### config.mk
export PLATFORM = sky130hd
export DESIGN_NAME = fq_flip_queue
export DESIGN_NICKNAME = d
export VERILOG_FILES = /design/src/rtl/fq_pkg.sv /design/src/rtl/fq_expiry_pick.sv /design/src/rtl/fq_cancel_find.sv /design/src/rtl/fq_flip_queue.sv
export SDC_FILE = /design/constraint.sdc
export NUM_CORES = 2
export LEC_CHECK = 0
export BUFFER_PORTS_ARGS = -buffer_cell sky130_fd_sc_hd__buf_4
export CORE_ASPECT_RATIO = 1.75
export CORE_MARGIN = 4
export CORE_UTILIZATION = 45
export DETAILED_ROUTE_END_ITERATION = 10
export PLACE_DENSITY = 0.66
export SYNTH_ARGS = -nofsm -noshare
export SYNTH_HDL_FRONTEND = slang
export SYNTH_SLANG_ARGS = --single-unit
### constraint.sdc
create_clock -name clk -period 6.08 [get_ports clk]
set_input_delay 1.216 -clock clk [delete_from_list [all_inputs] [get_ports clk]]
set_output_delay 1.216 -clock clk [all_outputs]
set_load 0.05 [all_outputs]
### src/rtl/fq_pkg.sv
package fq_pkg;
    localparam int ID_W   = 64;
    localparam int ADDR_W = 32;
    localparam int TS_W   = 64;

    typedef logic [ID_W-1:0]   pid_t;
    typedef logic [ADDR_W-1:0] addr_t;
    typedef logic [TS_W-1:0]   ts_t;

    typedef enum logic {
        MODE_VSYNC = 1'b0,
        MODE_IMMED = 1'b1
    } fmode_e;

    typedef struct packed {
        pid_t   id;
        addr_t  addr;
        ts_t    tgt;
        fmode_e mode;
        ts_t    done_ts;
    } fslot_t;

    localparam ts_t TS_DROPPED = {TS_W{1'b1}};

    function automatic logic is_due(input ts_t tgt, input ts_t now);
        return tgt <= now;
    endfunction
endpackage

### src/rtl/fq_expiry_pick.sv
module fq_expiry_pick
    import fq_pkg::*;
#(
    parameter int DEPTH = 4,
    parameter int CW    = 3
) (
    input  fslot_t         slots [DEPTH],
    input  logic [CW-1:0]  cnt,
    input  logic [CW-1:0]  floor_n,
    input  ts_t            now,
    output logic           found,
    output logic [CW-1:0]  idx,
    output fslot_t         sel
);
    // Targets never decrease along the queue, so due entries form a prefix;
    // the last due one at or above the released floor is the newest.
    always_comb begin
        found = 1'b0;
        idx   = '0;
        sel   = '0;
        for (int i = 0; i < DEPTH; i++) begin
            if (CW'(i) < cnt && CW'(i) >= floor_n && is_due(slots[i].tgt, now)) begin
                found = 1'b1;
                idx   = CW'(i);
                sel   = slots[i];
            end
        end
    end
endmodule

### src/rtl/fq_cancel_find.sv
module fq_cancel_find
    import fq_pkg::*;
#(
    parameter int DEPTH = 4,
    parameter int CW    = 3
) (
    input  fslot_t         slots [DEPTH],
    input  logic [CW-1:0]  cnt,
    input  logic [CW-1:0]  floor_n,
    input  pid_t           first_id,
    output logic           hit,
    output logic [CW-1:0]  pos,
    output pid_t           hit_id
);
    always_comb begin
        hit    = 1'b0;
        pos    = '0;
        hit_id = '0;
        for (int i = 0; i < DEPTH; i++) begin
            if (!hit && CW'(i) < cnt && CW'(i) >= floor_n && slots[i].id >= first_id) begin
                hit    = 1'b1;
                pos    = CW'(i);
                hit_id = slots[i].id;
            end
        end
    end
endmodule

### src/rtl/fq_flip_queue.sv
module fq_flip_queue
    import fq_pkg::*;
#(
    parameter int DEPTH = 4
) (
    input  logic              clk,
    input  logic              rst,
    input  logic [TS_W-1:0]   now_time,
    input  logic              vsync,
    input  logic              push_valid,
    input  logic [ID_W-1:0]   push_id,
    input  logic [ADDR_W-1:0] push_addr,
    input  logic [TS_W-1:0]   push_tgt,
    input  logic              push_immed,
    output logic              push_ok,
    output logic              push_retry,
    output logic              push_err,
    input  logic              cancel_valid,
    input  logic [ID_W-1:0]   cancel_id,
    output logic              cancel_ack,
    output logic              cancel_hit,
    output logic [ID_W-1:0]   cancel_first,
    output logic [ADDR_W-1:0] scan_addr,
    output logic [ID_W-1:0]   scan_id,
    output logic              cmp_valid,
    output logic [ID_W-1:0]   cmp_id,
    output logic [TS_W-1:0]   cmp_ts
);
    localparam int CW = $clog2(DEPTH + 1);
    localparam logic [CW-1:0] FULL_N = CW'(DEPTH);

    // Queue storage: index 0 is oldest. Entries [0, rel_q) are released and
    // wait only for their completion record; [rel_q, cnt_q) are pending.
    fslot_t        slot_q [DEPTH];
    fslot_t        slot_n [DEPTH];
    logic [CW-1:0] cnt_q, cnt_n;
    logic [CW-1:0] rel_q, rel_n;

    logic          due_found;
    logic [CW-1:0] due_idx;
    fslot_t        due_sel;
    logic          fire;
    logic [CW-1:0] rel_after_fire;

    logic          c_hit;
    logic [CW-1:0] c_pos;
    pid_t          c_id;

    ts_t           tail_tgt;
    logic          full, backwards, pop;

    fq_expiry_pick #(.DEPTH(DEPTH), .CW(CW)) u_pick (
        .slots   (slot_q),
        .cnt     (cnt_q),
        .floor_n (rel_q),
        .now     (now_time),
        .found   (due_found),
        .idx     (due_idx),
        .sel     (due_sel)
    );

    assign fire           = due_found && (vsync || due_sel.mode == MODE_IMMED);
    assign rel_after_fire = fire ? due_idx + CW'(1) : rel_q;

    fq_cancel_find #(.DEPTH(DEPTH), .CW(CW)) u_cancel (
        .slots    (slot_q),
        .cnt      (cnt_q),
        .floor_n  (rel_after_fire),
        .first_id (cancel_id),
        .hit      (c_hit),
        .pos      (c_pos),
        .hit_id   (c_id)
    );

    always_comb begin
        tail_tgt = '0;
        for (int i = 0; i < DEPTH; i++) begin
            if (CW'(i) + CW'(1) == cnt_q) tail_tgt = slot_q[i].tgt;
        end
    end

    assign full       = (cnt_q == FULL_N);
    assign backwards  = (cnt_q != '0) && (push_tgt < tail_tgt);
    assign push_retry = push_valid && (cancel_valid || full);
    assign push_err   = push_valid && !push_retry && backwards;
    assign push_ok    = push_valid && !push_retry && !backwards;
    assign pop        = (rel_q != '0);

    always_comb begin
        slot_n = slot_q;
        cnt_n  = cnt_q;
        rel_n  = rel_after_fire;
        if (fire) begin
            for (int i = 0; i < DEPTH; i++) begin
                if (CW'(i) >= rel_q && CW'(i) <= due_idx)
                    slot_n[i].done_ts = (CW'(i) == due_idx) ? now_time : TS_DROPPED;
            end
        end
        if (cancel_valid && c_hit) cnt_n = c_pos;
        if (push_ok) begin
            for (int i = 0; i < DEPTH; i++) begin
                if (CW'(i) == cnt_q)
                    slot_n[i] = '{id: push_id, addr: push_addr, tgt: push_tgt,
                                  mode: fmode_e'(push_immed), done_ts: '0};
            end
            cnt_n = cnt_q + CW'(1);
        end
        if (pop) begin
            for (int i = 0; i < DEPTH - 1; i++) slot_n[i] = slot_n[i+1];
            slot_n[DEPTH-1] = '0;
            cnt_n = cnt_n - CW'(1);
            rel_n = rel_n - CW'(1);
        end
    end

    always_ff @(posedge clk) begin
        if (rst) begin
            slot_q       <= '{default: '0};
            cnt_q        <= '0;
            rel_q        <= '0;
            scan_addr    <= '0;
            scan_id      <= '0;
            cmp_valid    <= 1'b0;
            cmp_id       <= '0;
            cmp_ts       <= '0;
            cancel_ack   <= 1'b0;
            cancel_hit   <= 1'b0;
            cancel_first <= '0;
        end else begin
            slot_q       <= slot_n;
            cnt_q        <= cnt_n;
            rel_q        <= rel_n;
            if (fire) begin
                scan_addr <= due_sel.addr;
                scan_id   <= due_sel.id;
            end
            cmp_valid    <= pop;
            if (pop) begin
                cmp_id <= slot_q[0].id;
                cmp_ts <= slot_q[0].done_ts;
            end
            cancel_ack   <= cancel_valid;
            cancel_hit   <= cancel_valid && c_hit;
            cancel_first <= (cancel_valid && c_hit) ? c_id : '0;
        end
    end

    // ---------------- assertions ----------------
    p_fill_bound_r1: assert property (@(posedge clk) disable iff (rst)
        cnt_q <= FULL_N);

    p_full_unchanged_r2: assert property (@(posedge clk) disable iff (rst)
        (push_valid && full && !pop && !cancel_valid) |=> cnt_q == FULL_N);

    generate
        for (genvar g = 0; g < DEPTH - 1; g++) begin : g_order
            p_tgt_nondecr_r3: assert property (@(posedge clk) disable iff (rst)
                (CW'(g + 1) < cnt_q) |-> slot_q[g].tgt <= slot_q[g+1].tgt);
        end
    endgenerate

    p_scan_hold_r7: assert property (@(posedge clk) disable iff (rst)
        !fire |=> ($stable(scan_addr) && $stable(scan_id)));

    p_cmp_in_order_r8: assert property (@(posedge clk) disable iff (rst)
        (cmp_valid && $past(cmp_valid) && !$past(rst)) |-> cmp_id > $past(cmp_id));

    p_released_bound_r10: assert property (@(posedge clk) disable iff (rst)
        rel_q <= cnt_q);

    p_cancel_reply_r9: assert property (@(posedge clk) disable iff (rst)
        cancel_valid |=> cancel_ack);
endmodule

* After elaboration in Yosys (flattened, before gate mapping) *
Index checks and enable logic that the tools add are counted.

storage, ports and cells
  bits in registers = 1197
  word-level logic and storage cells = 163

operators by class
  add/subtract/negate cells = 4
  order comparisons = 25
  equality and inequality tests = 8
  multiplexer cells = 49
  bitwise operators = 1
  reductions and logical operators = 46

operators with widths
  operator             count
  $mux 225             8
  $mux 900             2
  $mux 64              20
  $ge 64x64->1         4
  $le 64x64->1         4
  $lt 64x64->1         1
  $logic_and 1x1->1    30
  $mux 3               5
  $eq 2x3->1 const A   4
  $ge 1x3->1 const A   4
  $ge 2x3->1 const A   4
  $mux 1               10
  $mux 2               4
  $add 3x1->3 const B  2
  $eq 1x3->1 const A   2
  $le 1x3->1 const A   2
  $le 2x3->1 const A   2
  $logic_not 3->1      2
  $lt 1x3->1 const A   2
  $lt 2x3->1 const A   2
  $reduce_bool 3->1    2
  $sub 3x1->3 const B  2
  $logic_not 1->1      5
  $reduce_bool 2->1    2
  6 further kinds      8

* Longest topological paths before layout *
  word-level depth = 34
  mapped depth = 26

* By module *
A second synthesis with hierarchy kept.

second synthesis, totals
  cell total of the unflattened synthesis = 8079
  area total of the unflattened synthesis = 70234.9 sq um

modules (own cells, without submodules)
  module          times used  cells each  area each (sq um)
  fq_flip_queue   1           5093        47829.6
  fq_expiry_pick  1           1883        14158.6
  fq_cancel_find  1           1103        8246.7

* Worst setup path before layout *
No wires, ideal clock.

  path type = input to register
  start = input now_time[41]
  end = register cnt_q[2]
  setup time = 0.121 ns
  data arrival time = 6.066 ns
  data required time = 5.959 ns
  slack = -0.107 ns
  cell stages on the path = 25
  cells stage by stage = inv_1 > ha_1 > nand4_1 > nor4_1 > nand3_1 > nor4_1 > a211o_1 > o21ai_1 > buf_2 > nor2_1 > clkbuf_1 > nor2_1 > mux2i_1 > ha_1 > nor2_1 > a221o_1 > a2111oi_0 > o21a_1 > buf_2 > buf_2 > o21ai_1 > a31oi_1 > ha_1 > a21oi_1 > mux2_2

between the ends
  longest elaborated chain between the ends = 33
  elaborated cells on any way between the ends = 53

ends and longest elaborated chain
  what                                                  RTL line              text
  start, declared                                       fq_flip_queue.sv:8    input logic [TS_W-1:0] now_time,
  branches (longest 8 deep; another with $le 64x64->1)  -
  $mux 3 (*)                                            fq_flip_queue.sv:63   assign rel_after_fire = fire ? due_idx + CW'(1) : rel_q;
  $ge 1x3->1                                            fq_cancel_find.sv:20  if (!hit && CW'(i) < cnt && CW'(i) >= floor_n && slots[i].id >= first_id) begin
  $logic_and 1x1->1 (2 in series)                       fq_cancel_find.sv:20
  $mux 1                                                fq_cancel_find.sv:20
  $logic_not 1->1                                       fq_cancel_find.sv:20
  $logic_and 1x1->1 (3 in series)                       fq_cancel_find.sv:20
  $mux 1                                                fq_cancel_find.sv:20
  [... 5 more ...]                                      -
  $logic_not 1->1                                       fq_cancel_find.sv:20
  $logic_and 1x1->1 (3 in series)                       fq_cancel_find.sv:20
  $mux 1                                                fq_cancel_find.sv:20
  $logic_and 1x1->1                                     fq_flip_queue.sv:99   if (cancel_valid && c_hit) cnt_n = c_pos;
  $mux 3 (*)                                            fq_flip_queue.sv:99
  $mux 3 (*)                                            fq_flip_queue.sv:100  if (push_ok) begin
  $sub 3x1->3                                           fq_flip_queue.sv:111  cnt_n = cnt_n - CW'(1);
  $mux 3 (*)                                            fq_flip_queue.sv:108  if (pop) begin
  end signal, assigned                                  fq_flip_queue.sv:131  cnt_q <= cnt_n;
  end, declared                                         fq_flip_queue.sv:36   logic [CW-1:0] cnt_q, cnt_n;

Mark *: on every way between the ends.
A chain may end at the register's enable or synchronous reset.

* Worst setup path after layout *
  start = register cnt_q[0]
  end = output push_err

between the ends
  longest elaborated chain between the ends = 8
  elaborated cells on any way between the ends = 17

ends and longest elaborated chain
  what                   RTL line             text
  $eq 1x3->1             fq_flip_queue.sv:78  if (CW'(i) + CW'(1) == cnt_q) tail_tgt = slot_q[i].tgt;
  $mux 64 (4 in series)  fq_flip_queue.sv:78
  $lt 64x64->1           fq_flip_queue.sv:83  assign backwards = (cnt_q != '0) && (push_tgt < tail_tgt);
  $logic_and 1x1->1      fq_flip_queue.sv:83
  $logic_and 1x1->1 (*)  fq_flip_queue.sv:85  assign push_err = push_valid && !push_retry && backwards;
  end, declared          fq_flip_queue.sv:17  output logic push_err,

Mark *: on every way between the ends. The rest lies on a longest branch, timed or not.

==> flow_summary_export.csv <==
group,metric,value,unit
outcome,status,"complete, no violations",
detailed_routing,dr.pass1.iters,5,
global_routing,grt.total_usage,34.0,%
setup_path,rr_worst_depth,24,
detailed_routing,drtIter0Drc,5144,
setup_path,required,4860,ps
logic_synthesis,synth_commonest_cells,"1197 x dfxtp_1, 1100 x nor2_1, 599 x a211oi_1",
finish,nFillCells,12917,
sta,fin_crit_sh,98.9,%
sta,finalSetupViolations,0,
setup_path,worstReg2RegStart,"slot_q[786]$_SDFFE_PP0P_",
sta,rsz0062_at_grt,"true",
setup_path,cp_slowest_cell,"dfxtp_4",
detailed_routing,vias_per_cell,6.31,
clock_network,holdBufCountCts,0,
die,dieWidth,294,um
clock_network,htree_levels,3,
clock_network,clockBufferDepth,3,
detailed_routing,wl_per_cell,26.3,um
hold_path,hp-start,"cmp_id[28]$_SDFFE_PP0N_",
flow_run,maxCapViolCount,0,
setup_path,cp-end-kind,"output port",
logic_synthesis,yosysSeqAreaShare,37.1,%
sta,min_period,6010,ps
hold_path,holdPathStages,2,
hold_path,hold_end,"cmp_id[28]$_SDFFE_PP0N_",
logic_synthesis,yosysTopAreaCellShare,37.1,%
finish,design_area,79500,um2
detailed_routing,dr_total_vias,63994,
setup_path,reg2reg_slack,560,ps
clock_network,cts.clk_slew.worst_paths,70,ps
finish,drive_above_1_share,19.3,%
setup_path,cp_top_family,"compound AO/OA/AOI/OAI gates",
placement,place_area,74500,um2
finish,multi_input_area,38200,um2
die,die_y,509,um
setup_path,cp_cell_sequence,"inv_4, ha_4, nor2b_4, buf_12, buf_12, a22oi_1, nor2_1, a221oi_1, ha_1, a21o_1, a21o_1, a21o_1, a21o_1, a221oi_2, buf_4, o221ai_4, buf_6, a311oi_2, buf_4, nor2_1, nor2_1, buf_4, buf_8",
clock_network,cts-root-buf,"clkbuf_16",
die,start_util,45.4,%
logic_synthesis,ys_ff_latch,1197,
pwr,p_leak,0.0323,uW
logic_synthesis,synth_nets,8351,
logic_synthesis,async_flop_share,0,%
clock_network,cts_tree,"yes",
logic_synthesis,synth_cell_types,73,
hold_path,hp-class,"reg -> reg",
detailed_routing,drt-total-wl,267,mm
setup_path,crit_path_start_kind,"register",
die,rows,183,
detailed_routing,drc_errors,0,
logic_synthesis,syn_area,64600,um2
finish,final-seq-area,24000,um2
logic_synthesis,ys.flop_type,"dfxtp_1",
finish,fin_util,55.8,%
logic_synthesis,synth_edf_count,0,
pwr,power.density,520,nW/um2
setup_path,cp_common_cell,"a21o_1",
global_routing,grt_pass1_vias,62947,
clock_network,cts.sinks,1197,
setup_path,worst-endpoint-arrival,4800,ps
sta,relSlewSlack,24.9,%
placement,numPortBuffers,587,
global_routing,grt_max_degree,198,
clock_network,cts_inserted_buffers,116,
pwr,vdd_ir_drop_max,0.605,mV
finish,nets,9051,
setup_path,timing.rr.end,"cnt_q[2]$_SDFF_PP0_",
setup_path,critPathBufInv,8,
sta,drv_slew,0,
sta,hold_viol,0,
finish,syn2layout_area_growth,23.1,%
logic_synthesis,syn_avg_cell_area,8.64,um2
sta,max_freq,166,MHz
global_routing,grt-ovfl-total,0,
logic_synthesis,synth_area_leaders,"dfxtp_1 37%, ha_1 11%, a211oi_1 7.0%, nor2_1 6.4%, mux2i_1 6.0%",
global_routing,grt_first_pass_wirelength,395,mm
setup_path,criticalPathCategory,"reg -> out",
setup_path,max_stage_delay,360,ps
logic_synthesis,yosysTopAreaCell,"dfxtp_1",
placement,gp_congestion,0.959,
die,die_area,150000,um2
logic_synthesis,synth.most_common_cell,"dfxtp_1",
placement,hpwl,188,mm
die,coreArea,142000,um2
sta,fin_skew,38.3,ps
sta,tightest_slew,1130,ps
die,io_pins,588,
global_routing,antenna_found_initial,32,
clock_network,clock_latency,760,ps
logic_synthesis,yosysWarnings,0,
logic_synthesis,syn-instance-count,7475,
setup_path,worstPathMaxFanout,7,
detailed_routing,ant_nets,0,
## layout by cell type, fill, tap and decap left out, drive strengths merged, types with 10 or more instances in the layout
master,n
nand2,431
a31oi,73
a2111oi,10
mux2i,389
or3,75
clkinv,29
and2,168
a21o,118
diode,24
a21oi,449
nor3,100
nor4,175
o21ai,158
o211ai,17
o21a,10
nand4,101
ha,582
o32ai,65
nand3,44
nor2,1100
a22oi,164
and3,69
bufinv,19
a211oi,599
dfxtp,1197
inv,161
nor2b,178
a221oi,239
o22ai,127
buf,1178
nand2b,15
clkbuf,152
## stage by stage
step                      total power, uW  hold WS (ps)  cells  setup slack (ps)  TNS (ps)
after global routing                43500           464  10132             -40.8     -56.1
final                               41300           452  10145              67.6         0
after CTS                           40900           452  10108             -22.7     -22.7
after global placement              32200           439   9880              -699    -72030
after floorplan                     24500           437   7475              41.5         0
after detailed placement            32600           446   9880              -721    -77360
## cell families (layout without fill, tap and decap cells)
group / after synthesis / after routing / synth area share [%]
other: 0 / 24 / 0
AND/OR/NAND/NOR: 2479 / 2479 / 18.0
adder cells (fa/ha/maj): 582 / 582 / 11.3
XOR/XNOR: 2 / 2 / 0.0271
buffers and inverters: 753 / 1549 / 4.69
flip-flops: 1197 / 1197 / 37.1
AO/OA/AOI/OAI: 2070 / 2070 / 22.8
multiplexers: 392 / 392 / 6.08
## worst max-delay path by stage
stage	start	to	cells past startpoint
final	cnt_q[0]$_SDFF_PP0_	push_err	23
after global routing	cnt_q[0]$_SDFF_PP0_	push_err	23
after floorplan	now_time[57]	cnt_q[2]$_SDFF_PP0_	23
after global placement	now_time[35]	cnt_q[2]$_SDFF_PP0_	25
after CTS	cnt_q[0]$_SDFF_PP0_	push_err	22
after detailed placement	now_time[19]	cnt_q[2]$_SDFF_PP0_	26
## report_power, final
group | internal (uW) | total (uW) | switching, uW
Clock | 4610 | 8070 | 3460
Sequential | 10200 | 12700 | 2450
Combinational | 7440 | 20600 | 13200
Total | 22300 | 41300 | 19100
## state kept, by name, summed over array words and instances, names as in the netlist
signal        cells
scan_id          64
cancel_hit        1
cmp_ts           64
cancel_first     64
cancel_ack        1
cnt_q             3
slot_q          900
rel_q             3
cmp_id           64
cmp_valid         1
scan_addr        32
## timing repair
action / in CTS / in global routing
gates cloned: 4 / 1
resized for setup: 30 / 70
setup buffers: 11 / 13
setup endpoints to repair: 7 / 130
pin swaps: 12 / 31
## layout make-up
class                           count  area share, %
Antenna cell                       24         0.0755
Clock buffer                      151           4.11
Clock inverter                     63           1.15
Inverter                          155          0.735
Multi-Input combinational cell   5525           48.0
Sequential cell                  1197           30.1
Tap cell                         1850           2.91
Timing Repair Buffer             1180           12.8
## tightest hold or removal path, delay by kind of cell, from the launching register on
kind            cells  cell delay [ps]
compound gates      1               50
flops               1              310
simple gates        1               50
## per-layer routing
layer	vias up	track usage, %	routed length, um	share of wire (%)
li1	29062	-	-	-
met1	30979	38.0	96600	36
met2	3080	58.9	130000	49
met3	857	6.55	21200	7.9
met4	16	22.5	19100	7.2
met5	-	0	103	0.039
No activity file was read; power rests on OpenSTA's default activity.
